===== config.mk =====
export PLATFORM = sky130hd
export DESIGN_NAME = cam_lookup_unit
export DESIGN_NICKNAME = d
export VERILOG_FILES = /design/src/rtl/cam_pkg.sv /design/src/rtl/cam_entry_store.sv /design/src/rtl/cam_match_array.sv /design/src/rtl/cam_prio_encoder.sv /design/src/rtl/cam_pop_count.sv /design/src/rtl/cam_lookup_unit.sv
export SDC_FILE = /design/constraint.sdc
export NUM_CORES = 1
export LEC_CHECK = 0
export BUFFER_PORTS_ARGS = -buffer_cell sky130_fd_sc_hd__buf_4
export CAP_MARGIN = 20
export CORE_ASPECT_RATIO = 0.6
export CORE_MARGIN = 2
export CORE_UTILIZATION = 42
export DETAILED_ROUTE_END_ITERATION = 8
export MAX_ROUTING_LAYER = met4
export PLACE_DENSITY_LB_ADDON = 0.15
export SLEW_MARGIN = 0
export SYNTH_ARGS = -nofsm -noshare
export SYNTH_HDL_FRONTEND = slang
export SYNTH_HIERARCHICAL = 1
export SYNTH_SLANG_ARGS = --single-unit

===== constraint.sdc =====
create_clock -name clk -period 1.4 [get_ports clk]
set_input_delay 0.21 -clock clk [delete_from_list [all_inputs] [get_ports clk]]
set_output_delay 0.21 -clock clk [all_outputs]
set_load 0.03 [all_outputs]

===== src/rtl/cam_pkg.sv =====
package cam_pkg;
  typedef enum logic {
    CAM_MODE_FIRST = 1'b0,
    CAM_MODE_ALL   = 1'b1
  } cam_mode_e;
endpackage


===== src/rtl/cam_entry_store.sv =====
module cam_entry_store #(
  parameter int ENTRIES = 16,
  parameter int DATA_W  = 8,
  parameter int IDX_W   = 4
) (
  input  logic                        clk,
  input  logic                        rst_n,
  input  logic                        wr_en,
  input  logic [IDX_W-1:0]            wr_idx,
  input  logic [DATA_W-1:0]           wr_data,
  input  logic                        clr_en,
  input  logic                        clr_all,
  input  logic [IDX_W-1:0]            clr_idx,
  output logic [ENTRIES*DATA_W-1:0]   entry_data,
  output logic [ENTRIES-1:0]          entry_valid
);
  logic [ENTRIES-1:0] wr_sel;
  logic [ENTRIES-1:0] clr_sel;
  logic [ENTRIES-1:0] valid_d, valid_q;

  for (genvar gi = 0; gi < ENTRIES; gi++) begin : g_slot
    logic [DATA_W-1:0] word_q;

    assign wr_sel[gi]  = wr_en && (wr_idx == IDX_W'(gi));
    assign clr_sel[gi] = clr_en && (clr_all || (clr_idx == IDX_W'(gi)));

    // storage word: only loaded by a write, never reset
    always_ff @(posedge clk) begin
      if (wr_sel[gi]) begin
        word_q <= wr_data;
      end
    end

    assign entry_data[gi*DATA_W +: DATA_W] = word_q;
  end

  // a write to a slot overrides an invalidation of the same slot
  always_comb begin
    valid_d = (valid_q & ~clr_sel) | wr_sel;
  end

  always_ff @(posedge clk or negedge rst_n) begin
    if (!rst_n) begin
      valid_q <= '0;
    end else if (wr_en || clr_en) begin
      valid_q <= valid_d;
    end
  end

  assign entry_valid = valid_q;
endmodule


===== src/rtl/cam_match_array.sv =====
module cam_match_array #(
  parameter int ENTRIES = 16,
  parameter int DATA_W  = 8
) (
  input  logic [DATA_W-1:0]         key,
  input  logic [ENTRIES*DATA_W-1:0] entry_data,
  input  logic [ENTRIES-1:0]        entry_valid,
  output logic [ENTRIES-1:0]        match_vec
);
  for (genvar gi = 0; gi < ENTRIES; gi++) begin : g_cmp
    assign match_vec[gi] = entry_valid[gi] &&
                           (entry_data[gi*DATA_W +: DATA_W] == key);
  end
endmodule


===== src/rtl/cam_prio_encoder.sv =====
module cam_prio_encoder #(
  parameter int N     = 16,
  parameter int IDX_W = 4
) (
  input  logic [N-1:0]     req,
  output logic             found,
  output logic [IDX_W-1:0] idx,
  output logic [N-1:0]     grant
);
  always_comb begin
    found = 1'b0;
    idx   = '0;
    grant = '0;
    for (int i = N - 1; i >= 0; i--) begin
      if (req[i]) begin
        found = 1'b1;
        idx   = IDX_W'(i);
        grant = N'(1) << i;
      end
    end
  end
endmodule


===== src/rtl/cam_pop_count.sv =====
module cam_pop_count #(
  parameter int N     = 16,
  parameter int CNT_W = 5
) (
  input  logic [N-1:0]     vec,
  output logic [CNT_W-1:0] cnt
);
  always_comb begin
    cnt = '0;
    for (int i = 0; i < N; i++) begin
      cnt = cnt + CNT_W'(vec[i]);
    end
  end
endmodule


===== src/rtl/cam_lookup_unit.sv =====
module cam_lookup_unit #(
  parameter int ENTRIES = 16,
  parameter int DATA_W  = 8,
  parameter int IDX_W   = $clog2(ENTRIES),
  parameter int CNT_W   = $clog2(ENTRIES + 1)
) (
  input  logic               clk,
  input  logic               rst_n,
  input  logic               lk_valid,
  input  logic [DATA_W-1:0]  lk_key,
  input  logic               lk_mode,
  input  logic               wr_en,
  input  logic [IDX_W-1:0]   wr_idx,
  input  logic [DATA_W-1:0]  wr_data,
  input  logic               clr_en,
  input  logic               clr_all,
  input  logic [IDX_W-1:0]   clr_idx,
  output logic               res_valid,
  output logic               res_hit,
  output logic [IDX_W-1:0]   res_idx,
  output logic [ENTRIES-1:0] res_vec,
  output logic [CNT_W-1:0]   res_count
);
  import cam_pkg::*;

  localparam int SYNC_STAGES = 2;

  // reset: asserted asynchronously, released on the clock
  logic [SYNC_STAGES-1:0] rst_pipe_q;
  logic                   rst_sync_n;

  always_ff @(posedge clk or negedge rst_n) begin
    if (!rst_n) begin
      rst_pipe_q <= '0;
    end else begin
      rst_pipe_q <= {rst_pipe_q[SYNC_STAGES-2:0], 1'b1};
    end
  end
  assign rst_sync_n = rst_pipe_q[SYNC_STAGES-1];

  logic [ENTRIES*DATA_W-1:0] entry_data;
  logic [ENTRIES-1:0]        entry_valid;
  logic [ENTRIES-1:0]        match_vec;
  logic [ENTRIES-1:0]        first_vec;
  logic [ENTRIES-1:0]        sel_vec;
  logic                      any_hit;
  logic [IDX_W-1:0]          first_idx;
  logic [CNT_W-1:0]          sel_count;
  cam_mode_e                 mode_sel;

  cam_entry_store #(
    .ENTRIES(ENTRIES), .DATA_W(DATA_W), .IDX_W(IDX_W)
  ) u_store (
    .clk        (clk),
    .rst_n      (rst_sync_n),
    .wr_en      (wr_en),
    .wr_idx     (wr_idx),
    .wr_data    (wr_data),
    .clr_en     (clr_en),
    .clr_all    (clr_all),
    .clr_idx    (clr_idx),
    .entry_data (entry_data),
    .entry_valid(entry_valid)
  );

  cam_match_array #(
    .ENTRIES(ENTRIES), .DATA_W(DATA_W)
  ) u_match (
    .key        (lk_key),
    .entry_data (entry_data),
    .entry_valid(entry_valid),
    .match_vec  (match_vec)
  );

  cam_prio_encoder #(
    .N(ENTRIES), .IDX_W(IDX_W)
  ) u_prio (
    .req  (match_vec),
    .found(any_hit),
    .idx  (first_idx),
    .grant(first_vec)
  );

  assign mode_sel = cam_mode_e'(lk_mode);
  assign sel_vec  = (mode_sel == CAM_MODE_ALL) ? match_vec : first_vec;

  cam_pop_count #(
    .N(ENTRIES), .CNT_W(CNT_W)
  ) u_count (
    .vec(sel_vec),
    .cnt(sel_count)
  );

  // result stage: next-state and register kept apart
  logic               valid_d;
  logic               hit_d;
  logic [IDX_W-1:0]   idx_d;
  logic [ENTRIES-1:0] vec_d;
  logic [CNT_W-1:0]   count_d;
  logic               res_load;

  assign res_load = lk_valid;

  always_comb begin
    valid_d = lk_valid;
    hit_d   = any_hit;
    idx_d   = first_idx;
    vec_d   = sel_vec;
    count_d = sel_count;
  end

  always_ff @(posedge clk or negedge rst_sync_n) begin
    if (!rst_sync_n) begin
      res_valid <= 1'b0;
    end else begin
      res_valid <= valid_d;
    end
  end

  always_ff @(posedge clk or negedge rst_sync_n) begin
    if (!rst_sync_n) begin
      res_hit   <= 1'b0;
      res_idx   <= '0;
      res_vec   <= '0;
      res_count <= '0;
    end else if (res_load) begin
      res_hit   <= hit_d;
      res_idx   <= idx_d;
      res_vec   <= vec_d;
      res_count <= count_d;
    end
  end
endmodule


==> results of run 1 <==
==> layout make-up <==
class                           count  area (µm²)
Multi-Input combinational cell    369        3660
Clock inverter                     14         120
Timing Repair Buffer              195        1690
Tap cell                          273         342
Inverter                           24        95.1
Clock buffer                       18         429
Sequential cell                   173        4970
Fill cell                        1640        8610
==> power groups by stage <==
stage               sequential [µW]  clock, µW  combinational (µW)
global route                   5710       4760                1100
floorplan                      5810          0                 616
finish                         5700       4440                1030
global placement               5800          0                 982
CTS                            5700       4560                1020
detailed placement             5810          0                1000
==> how the worst min path moves through the flow <==
stage                                   end  cells after the start   from  slack [ns]
finish              rst_pipe_q[0]$_DFF_PN0_                      2  rst_n        0.10
global placement    rst_pipe_q[0]$_DFF_PN0_                      1  rst_n      -0.008
CTS                 rst_pipe_q[0]$_DFF_PN0_                      2  rst_n        0.08
global route        rst_pipe_q[0]$_DFF_PN0_                      2  rst_n         0.1
detailed placement  rst_pipe_q[0]$_DFF_PN0_                      1  rst_n     -0.0008
floorplan           rst_pipe_q[0]$_DFF_PN0_                      0  rst_n       -0.09
==> placed cells by master (no fill, tap or decap), types with 3 or more instances in the layout <==
cell / count
a31o_1: 16
and3_4: 4
buf_12: 11
buf_4: 160
buf_6: 23
clkbuf_16: 17
clkinv_2: 4
clkinvlp_4: 3
dfrtp_1: 44
edfxtp_1: 128
fa_1: 9
ha_1: 4
inv_1: 17
inv_2: 5
inv_6: 3
mux2_2: 7
mux2_4: 35
nand2_1: 31
nand2_2: 4
nand3_1: 18
nand3_2: 5
nand4_1: 16
nor2_1: 11
nor2_2: 3
nor2_4: 4
nor3_2: 12
nor3_4: 12
nor4_2: 4
xnor2_1: 103
xnor2_2: 27
==> layer usage <==
metal / global-route usage / share of wire / up-vias
met5: - / 0 / -
met4: 0.0472 / 0.0091 / 0
met3: 0.0484 / 0.050 / 16
met2: 0.317 / 0.44 / 117
met1: 0.319 / 0.50 / 2681
li1: - / - / 2475
==> cells in the mapped netlist (all sizes together) (2+ instances only) <==
cell type	number	share of area
xnor2	130	0.13
edfxtp	128	0.45
dfrtp	45	0.13
mux2	42	0.064
nand2	37	0.017
nor3	26	0.030
buf	25	0.035
inv	24	0.011
nand3	23	0.014
nor2	18	0.0085
a31o	16	0.016
nand4	16	0.012
fa	10	0.024
nor4	7	0.0091
and3	5	0.0043
ha	5	0.0074
nand2b	4	0.0041
and2	3	0.0025
nor2b	3	0.0022
a21oi	2	0.0016
a31oi	2	0.0015
and3b	2	0.0021
nand3b	2	0.0018
nor3b	2	0.0024
==> worst reg2reg max path: cells and delay by family (launching register included) <==
family / cells / cell delay (ns)
buffers and inverters: 5 / 0.37
muxes: 2 / 0.52
adders and majority gates: 6 / 2.63
xor gates and xnor gates: 1 / 0.16
and+or+nand+nor: 5 / 0.75
DFF: 1 / 0.40
==> cells by family (layout without fill, tap and decap cells) <==
kind of cell	Yosys count	after routing
DFF	173	173
and+or+nand+nor	151	151
adders and majority gates	15	15
other	1	1
AOI/OAI and AO/OA	30	30
buffers and inverters	49	251
muxes	42	42
xor gates and xnor gates	130	130
==> through the flow <==
step	hold slack (ns)	instance area, µm²	std cells
4_1_cts	0.0782	11000	1052
2_1_floorplan	-0.0856	8830	591
6_report	0.105	11300	1066
3_3_place_gp	-0.00776	10200	1013
3_5_place_dp	-0.000801	10200	1013
5_1_grt	0.0990	11300	1066
==> flip-flops by register name, indices dropped and copies added (netlist names) <==
signal,cells
rst_pipe_q,2
res_vec,16
u_store/g_slot.word_q,128
res_valid,1
res_hit,1
res_count,5
u_store/entry_valid,16
res_idx,4
==> repair_timing <==
action	CTS	global route
setup endpoints to repair	26	26
gates resized for setup	44	37
hold buffers	1	0
setup buffers	7	19
pin swaps	20	23
hold endpoints to repair	2	0
==> impl_metrics.json, run 1 <==
{
  "status": "finished, violations left",
  "failed_checks": "negative setup slack",
  "max_freq_ghz": 0.202,
  "crit_required_ns": 1.71,
  "p_leak_uw": 0.00452,
  "pre_cts_slack_ns": -3.69,
  "num_antenna_cells": 0,
  "drive_gt1_frac": 0.465,
  "timing.rr.start": "u_store/g_slot[4].word_q[5]$_DFFE_PP_",
  "setup_violations": 26,
  "antenna_left": 0,
  "yosys_warnings": 6,
  "maxSlewViolCount": 0,
  "path_depth": 19,
  "dpl.hpwl_um": 15800,
  "vias": 5289,
  "syn_area_um2": 8500,
  "tritoncts": "yes",
  "async_flop_share": 0.260,
  "path_clk_slew_ns": 0.06,
  "die_h_um": 114,
  "pin_count": 58,
  "clkPwrFrac": 0.398,
  "final.min_clock_period_ns": 4.95,
  "skew_ns": 0.00666,
  "grtUsageTotal": 0.220,
  "critical_path.cell_chain": "xnor2_2 > nand4_1 > nor3_2 > buf_4 > nor2_4 > and3_4 > and2_4 > mux2_4 > fa_1 > inv_2 > fa_1 > fa_1 > fa_1 > inv_2 > ha_4 > inv_2 > fa_2 > inv_2 > mux2_4",
  "fin_ws_ns": -3.55,
  "critPathKind": "reg -> reg",
  "core_um2": 19900,
  "synth-xor-area-share": 0.134,
  "fin_setup_tns_ns": -34.49,
  "final_core_util": 0.568,
  "muxShareOfSynthArea": 0.0645,
  "p_sw_frac": 0.234,
  "grt_overflow_total": 0,
  "vdd_drop_max_mv": 0.875,
  "path_max_fanout": 5,
  "cpMaxStageDelayCell": "fa_1",
  "reg2reg_depth": 19,
  "nets": 826,
  "synth-adder-area-share": 0.0309,
  "worst-path-buf-inv": 5,
  "synth_compound_area_frac": 0.0289,
  "ys_seq_area_frac": 0.585,
  "finalHoldViolCount": 0,
  "synth_ff_type": "edfxtp_1",
  "grt_pass1_vias": 5418,
  "clock-sinks": 173,
  "cts_buffer_depth": 2,
  "gp_congestion": 0.881,
  "synth_top_family_by_area": "XOR/XNOR gates",
  "area_delta_synth_final_pct": 33.1,
  "wl_um": 21600,
  "min_period_over_period": 3.54,
  "die_width_um": 188,
  "ys_ff_latch": 173,
  "rsz0062_at_grt": "true",
  "antenna_found_initial": 0,
  "synth-edff-count": 128,
  "viasPerCell": 4.96,
  "first_pass_iters": 5,
  "combPwrFrac": 0.092,
  "cts-root-buf": "clkbuf_16",
  "initial_utilization": 0.427,
  "cts_max_level": 4,
  "arrival_ns": 5.27,
  "powerDensity_nw_per_um2": 988,
  "regToRegEndpoint": "res_count[1]$_DFFE_PN0P_",
  "r2r_slack_ns": -3.55,
  "min_path_type": "in -> async",
  "startpoint_type": "flop",
  "path_delay_family": "adder cells",
  "startpoint": "u_store/g_slot[4].word_q[5]$_DFFE_PP_",
  "seqPwrFrac": 0.510,
  "power.internal_uw": 8560,
  "io_buffers": 57,
  "drc": 0,
  "synthCells": 591,
  "cts_made_buffers": 17,
  "drt_iter0_drc": 429,
  "max_stage_delay_ns": 0.56,
  "insertion_delay_ns": 0.43,
  "synth_area_per_cell_um2": 14.4,
  "post_drt_wl_per_cell_um": 20.2,
  "synthesis.nets": 637,
  "dieArea_um2": 21400,
  "grt_start_max_net_pins": 28,
  "endpoint_kind": "flop",
  "core.rowCount": 40,
  "p_sw_uw": 2610,
  "ys_types": 54,
  "power_uw": 11200,
  "yosys.area_share.simple": 0.111,
  "cap_violations": 0,
  "crit_path_end": "res_count[1]$_DFFE_PN0P_",
  "grt_pass1_wl_um": 33200
}
Note: power is estimated with default switching activity, not from simulation.
==> run 2, diff against run 1 <==
==> constraint.sdc (replaced) <==
create_clock -name clk -period 5.4 [get_ports clk]
set_input_delay 0.81 -clock clk [delete_from_list [all_inputs] [get_ports clk]]
set_output_delay 0.81 -clock clk [all_outputs]
set_load 0.03 [all_outputs]
==> run 2 against run 1 <==
- critical path depth is 1 higher
- via count is 6.6% lower
- die area stayed put
- register-to-register slack better by 3.9 ns
- cell count is 6.7% lower
- the flow now finishes without violations
- largest cell class unchanged
- critical endpoint unchanged
- first-iteration DRC count is 9.1% lower
- clock power is 75% lower
- sequential power is 74% lower
==> impl_metrics.json, run 2 (synthesized netlist as in run 1, its figures left out) <==
{
  "regMostFlops": "u_store/g_slot.word_q",
  "grt_pass1_wl_um": 32400,
  "area_delta_synth_final_pct": 20.6,
  "antenna_left": 0,
  "drc": 0,
  "min_period_over_period": 0.968,
  "path_delay_family": "adder cells",
  "num_antenna_cells": 0,
  "skew_ns": 0.00772,
  "grt.busiest_layer": "met1",
  "cts-root-buf": "clkbuf_16",
  "slew_headroom": 0.308,
  "startpoint_type": "input port",
  "die_width_um": 188,
  "path_clk_slew_ns": 0.06,
  "pin_count": 58,
  "worstMarginPinSlew_ns": 1.03,
  "powerDensity_nw_per_um2": 274,
  "grt_overflow_total": 0,
  "largest_register_ffs": 128,
  "grtUsageMet1": 0.319,
  "max_freq_ghz": 0.191,
  "cts_buffer_depth": 2,
  "initial_utilization": 0.427,
  "arrival_ns": 5.54,
  "first_pass_iters": 5,
  "wl_um": 20700,
  "placed_area_um2": 9700,
  "insertion_delay_ns": 0.43,
  "clock-sinks": 173,
  "cap_violations": 0,
  "use_met3": 0.0463,
  "grtUsageTotal": 0.215,
  "critical_path.cell_chain": "buf_4 > buf_12 > xnor2_2 > nand4_1 > nor3_4 > nor2_2 > and3_4 > and2_4 > mux2_4 > fa_1 > inv_1 > fa_1 > fa_1 > fa_1 > inv_1 > ha_2 > inv_2 > fa_2 > inv_1 > mux2_4",
  "nets": 755,
  "antenna_found_initial": 0,
  "endpoint_kind": "flop",
  "dpl.hpwl_um": 14800,
  "layout.filler_cells": 1720,
  "gp_congestion": 0.898,
  "cpMaxStageDelayCell": "fa_1",
  "final.min_clock_period_ns": 5.23,
  "vias": 4942,
  "vdd_drop_max_mv": 0.231,
  "final_area_um2": 10300,
  "final_cell_mix": "edfxtp_1, xnor2_1, buf_4",
  "cts_max_level": 4,
  "p_leak_uw": 0.00388,
  "rsz0062_at_grt": "false",
  "drt_iter0_drc": 390,
  "use_met2": 0.299,
  "fin_setup_tns_ns": 0,
  "maxSlewViolCount": 0,
  "final_common_cell": "edfxtp_1",
  "tritoncts": "yes",
  "post_drt_wl_per_cell_um": 20.8,
  "max_stage_delay_ns": 0.55,
  "worst-path-buf-inv": 6,
  "cpMostUsedCell": "fa_1",
  "die_h_um": 114,
  "min_path_type": "reg -> async",
  "finalHoldViolCount": 0,
  "setup_violations": 0,
  "timing.rr.start": "u_store/g_slot[3].word_q[2]$_DFFE_PP_",
  "core.rowCount": 40,
  "cts_made_buffers": 17,
  "startpoint": "lk_key[2]",
  "grt_pass1_vias": 5146,
  "drive_gt1_frac": 0.346,
  "grt_start_max_net_pins": 44,
  "path_max_fanout": 8,
  "status": "completed",
  "crit_required_ns": 5.72,
  "core_um2": 19900,
  "critPathKind": "in -> reg",
  "viasPerCell": 4.97,
  "io_buffers": 57,
  "dieArea_um2": 21400
}
-- run 2: final cells by class --
class | instances | area, µm² | area share
clock inverter | 7 | 40.0 | 0.00390
inverter | 24 | 90.1 | 0.00879
sequential | 173 | 4970 | 0.485
timing repair buffer | 124 | 1060 | 0.103
tap | 273 | 342 | 0.0333
multi-input combinational | 369 | 3280 | 0.320
clock buffer | 25 | 475 | 0.0464
-- run 2: path summary, 6_finish.rpt --
path	cells after the start	end	slack, ns
max	20	res_count[1]$_DFFE_PN0P_	0.17
min	0	res_vec[0]$_DFFE_PN0P_	0.10
max reg2reg	18	res_count[1]$_DFFE_PN0P_	0.39
min reg2reg	0	res_vec[0]$_DFFE_PN0P_	0.10
max in group asynchronous	1	u_store/entry_valid[0]$_DFFE_PN0P_	4.84
min in group clk	0	rst_pipe_q[1]$_DFF_PN0_	0.35
-- run 2: per-stage QoR --
stage / hold WS [ns] / instances / power [µW] / utilization / worst slack, ns
6_report: 0.102 / 995 / 2810 / 0.515 / 0.172
5_1_grt: 0.121 / 995 / 2920 / 0.515 / 0.00889
4_1_cts: 0.129 / 993 / 2840 / 0.513 / 0.0885
3_5_place_dp: 0.340 / 961 / 1740 / 0.487 / -0.358
3_3_place_gp: 0.336 / 961 / 1730 / 0.487 / -0.350
2_1_floorplan: 0.331 / 591 / 1650 / - / -0.00724
-- run 2: power by group --
group          leakage (µW)  switching, µW  internal, µW  total, µW
Combinational       0.00186            135           100        235
Clock              0.000256            492           610       1100
Sequential          0.00177           14.6          1460       1480
Total               0.00388            642          2170       2810
-- run 2: worst reg2reg max path, delay by kind of cell (launching register included) --
family,cells,cell delay [ns]
adder cells (fa/ha/maj),6,2.66
AND/OR/NAND/NOR,5,0.94
multiplexers,2,0.52
flip-flops,1,0.38
buffers and inverters,4,0.22
XOR/XNOR,1,0.20
-- run 2: metal layers --
| metal | vias to the layer above | part of all wire |
|---|---|---|
| li1 | 2334 | - |
| met1 | 2498 | 0.51 |
| met2 | 93 | 0.42 |
| met3 | 17 | 0.052 |
| met4 | 0 | 0.012 |
| met5 | - | 0 |
-- run 2: timing repair --
item                                    CTS  global route
hold buffers                              0             0
endpoints found under the setup margin    0             4
buffers inserted                          0             0
resized for setup                         0             2
==> run 3, diff against run 2 <==
--- a/config.mk
+++ b/config.mk
@@ -7,12 +7,14 @@
 export LEC_CHECK = 0
 export BUFFER_PORTS_ARGS = -buffer_cell sky130_fd_sc_hd__buf_4
 export CAP_MARGIN = 20
+export CELL_PAD_IN_SITES_DETAIL_PLACEMENT = 0
+export CELL_PAD_IN_SITES_GLOBAL_PLACEMENT = 1
 export CORE_ASPECT_RATIO = 0.6
 export CORE_MARGIN = 2
 export CORE_UTILIZATION = 42
 export DETAILED_ROUTE_END_ITERATION = 8
 export MAX_ROUTING_LAYER = met4
-export PLACE_DENSITY_LB_ADDON = 0.15
+export PLACE_DENSITY_LB_ADDON = 0.2
 export SLEW_MARGIN = 0
 export SYNTH_ARGS = -nofsm -noshare
 export SYNTH_HDL_FRONTEND = slang
==> run 3 against run 2 <==
- routed wire length rose by 5.4%
- non-clock buffer count rose by 9
- power rose by 4.3%
- cell area increased by 1.7%
- first-iteration DRC count grew 29%
- clock skew rose by 0.00057 ns
- clock power rose by 10%
- hold slack worse by 0.0028 ns
- critical path type unchanged
- register-to-register slack lost 0.10 ns
- combinational power is 5% higher
- global-route usage increased by 0.47 points
- flip-flop and latch count unchanged
==> impl_metrics.json, run 3 (synthesized netlist as in run 1, its figures left out) <==
{
  "worst-path-buf-inv": 6,
  "p_leak_uw": 0.00397,
  "post_drt_wl_per_cell_um": 21.7,
  "cpMaxStageDelayCell": "fa_2",
  "path_clk_slew_ns": 0.07,
  "nets": 764,
  "antenna_left": 0,
  "startpoint_type": "input port",
  "viasPerCell": 5.10,
  "placed_area_um2": 9780,
  "dieArea_um2": 21400,
  "cap_violations": 0,
  "drc": 0,
  "fin_cells": 1004,
  "final_common_cell": "edfxtp_1",
  "die_width_um": 188,
  "antenna_found_initial": 0,
  "status": "completed",
  "drive_gt1_frac": 0.363,
  "grt_start_max_net_pins": 44,
  "drt_iter0_drc": 502,
  "cts_buffer_depth": 2,
  "gp_congestion": 0.832,
  "grt_pass1_wl_um": 32900,
  "insertion_delay_ns": 0.43,
  "io_buffers": 57,
  "cts-root-buf": "clkbuf_16",
  "regMostFlops": "u_store/g_slot.word_q",
  "grtUsageTotal": 0.220,
  "largest_register_ffs": 128,
  "cpMostUsedCell": "fa_1",
  "wl_um": 21800,
  "vias": 5121,
  "dp.cells": 971,
  "min_period_over_period": 0.971,
  "cts_hold_buf": 0,
  "crit_required_ns": 5.71,
  "path_delay_family": "adder cells",
  "critical_path.cell_chain": "buf_4 > xnor2_2 > nand4_1 > nor3_2 > buf_4 > nor4_4 > and3_4 > and3_2 > mux2_4 > fa_1 > inv_1 > fa_1 > fa_1 > fa_1 > inv_1 > ha_2 > inv_2 > fa_2 > inv_1 > mux2_4",
  "arrival_ns": 5.55,
  "setup_violations": 0,
  "initial_utilization": 0.427,
  "timing.rr.start": "u_store/g_slot[3].word_q[5]$_DFFE_PP_",
  "maxSlewViolCount": 0,
  "clock-sinks": 173,
  "slew_headroom": 0.292,
  "first_pass_iters": 4,
  "final.min_clock_period_ns": 5.25,
  "fin_setup_tns_ns": 0,
  "skew_ns": 0.00828,
  "core_um2": 19900,
  "vdd_drop_max_mv": 0.249,
  "grt_overflow_total": 0,
  "grt_pass1_vias": 5173,
  "pin_count": 58,
  "min_path_type": "reg -> async",
  "final_core_util": 0.523,
  "startpoint": "lk_key[5]",
  "max_freq_ghz": 0.191,
  "tritoncts": "yes",
  "final_cell_mix": "edfxtp_1, buf_4, xnor2_1",
  "max_stage_delay_ns": 0.55,
  "path_max_fanout": 5,
  "cts_max_level": 4,
  "area_delta_synth_final_pct": 22.6,
  "finalHoldViolCount": 0,
  "dpl.hpwl_um": 15700,
  "core.rowCount": 40,
  "num_antenna_cells": 0,
  "worstMarginPinSlew_ns": 1.06,
  "cts_made_buffers": 17,
  "rsz0062_at_grt": "false",
  "endpoint_kind": "flop",
  "final_area_um2": 10400,
  "critPathKind": "in -> reg",
  "layout.filler_cells": 1724,
  "die_h_um": 114,
  "powerDensity_nw_per_um2": 281
}
## run 3: area by class of cell
class | count | area (µm²) | area share
Inverter | 24 | 90.1 | 0.00864
Clock buffer | 17 | 425 | 0.0408
Clock inverter | 15 | 149 | 0.0143
Tap cell | 273 | 342 | 0.0328
Multi-Input combinational cell | 369 | 3310 | 0.317
Sequential cell | 173 | 4970 | 0.477
Timing Repair Buffer | 133 | 1140 | 0.109
## run 3: path summary, 6_finish.rpt
| check | end | slack, ns | cells past startpoint |
|---|---|---|---|
| setup / recovery | res_count[1]$_DFFE_PN0P_ | 0.15 | 20 |
| hold / removal | res_vec[1]$_DFFE_PN0P_ | 0.1 | 0 |
| setup reg to reg | res_count[1]$_DFFE_PN0P_ | 0.29 | 19 |
| hold reg to reg | res_vec[1]$_DFFE_PN0P_ | 0.1 | 0 |
| max in group asynchronous | res_vec[7]$_DFFE_PN0P_ | 4.83 | 1 |
| min in group clk | rst_pipe_q[1]$_DFF_PN0_ | 0.36 | 0 |
## run 3: through the flow
| step | setup WS (ns) | hold WS, ns | power, µW |
|---|---|---|---|
| 4_1_cts | 0.0400 | 0.141 | 2950 |
| 3_5_place_dp | -0.406 | 0.346 | 1750 |
| 2_1_floorplan | -0.00724 | 0.331 | 1650 |
| 6_report | 0.154 | 0.0989 | 2930 |
| 3_3_place_gp | -0.418 | 0.336 | 1740 |
| 5_1_grt | 0.00480 | 0.111 | 3040 |
## run 3: repair_timing
item / CTS / global route
setup endpoints to repair: 0 / 3
setup buffers: 0 / 0
gates resized for setup: 0 / 6
## run 3: power breakdown
part / switching [µW] / total (µW) / internal (µW) / leakage [µW]
Clock: 561 / 1210 / 651 / 0.000278
Sequential: 14.6 / 1470 / 1460 / 0.00177
Combinational: 140 / 247 / 107 / 0.00192
Total: 715 / 2930 / 2220 / 0.00397
## run 3: worst reg2reg max path, cell delays in order (launching register included)
cell,delay [ns]
edfxtp_1,0.41
xnor2_2,0.19
nand4_1,0.24
nor3_2,0.21
buf_4,0.17
nor4_4,0.06
and3_4,0.18
and3_2,0.21
mux2_4,0.28
fa_1,0.48
inv_1,0.05
fa_1,0.46
fa_1,0.51
fa_1,0.41
inv_1,0.07
ha_2,0.18
inv_2,0.04
fa_2,0.55
inv_1,0.04
mux2_4,0.24
## run 3: metal layers
metal / vias up / global-route usage / part of all wire
li1: 2345 / - / -
met1: 2628 / 0.347 / 0.54
met2: 132 / 0.294 / 0.41
met3: 16 / 0.0362 / 0.048
met4: 0 / 0.0425 / 0.0072
met5: - / - / 0
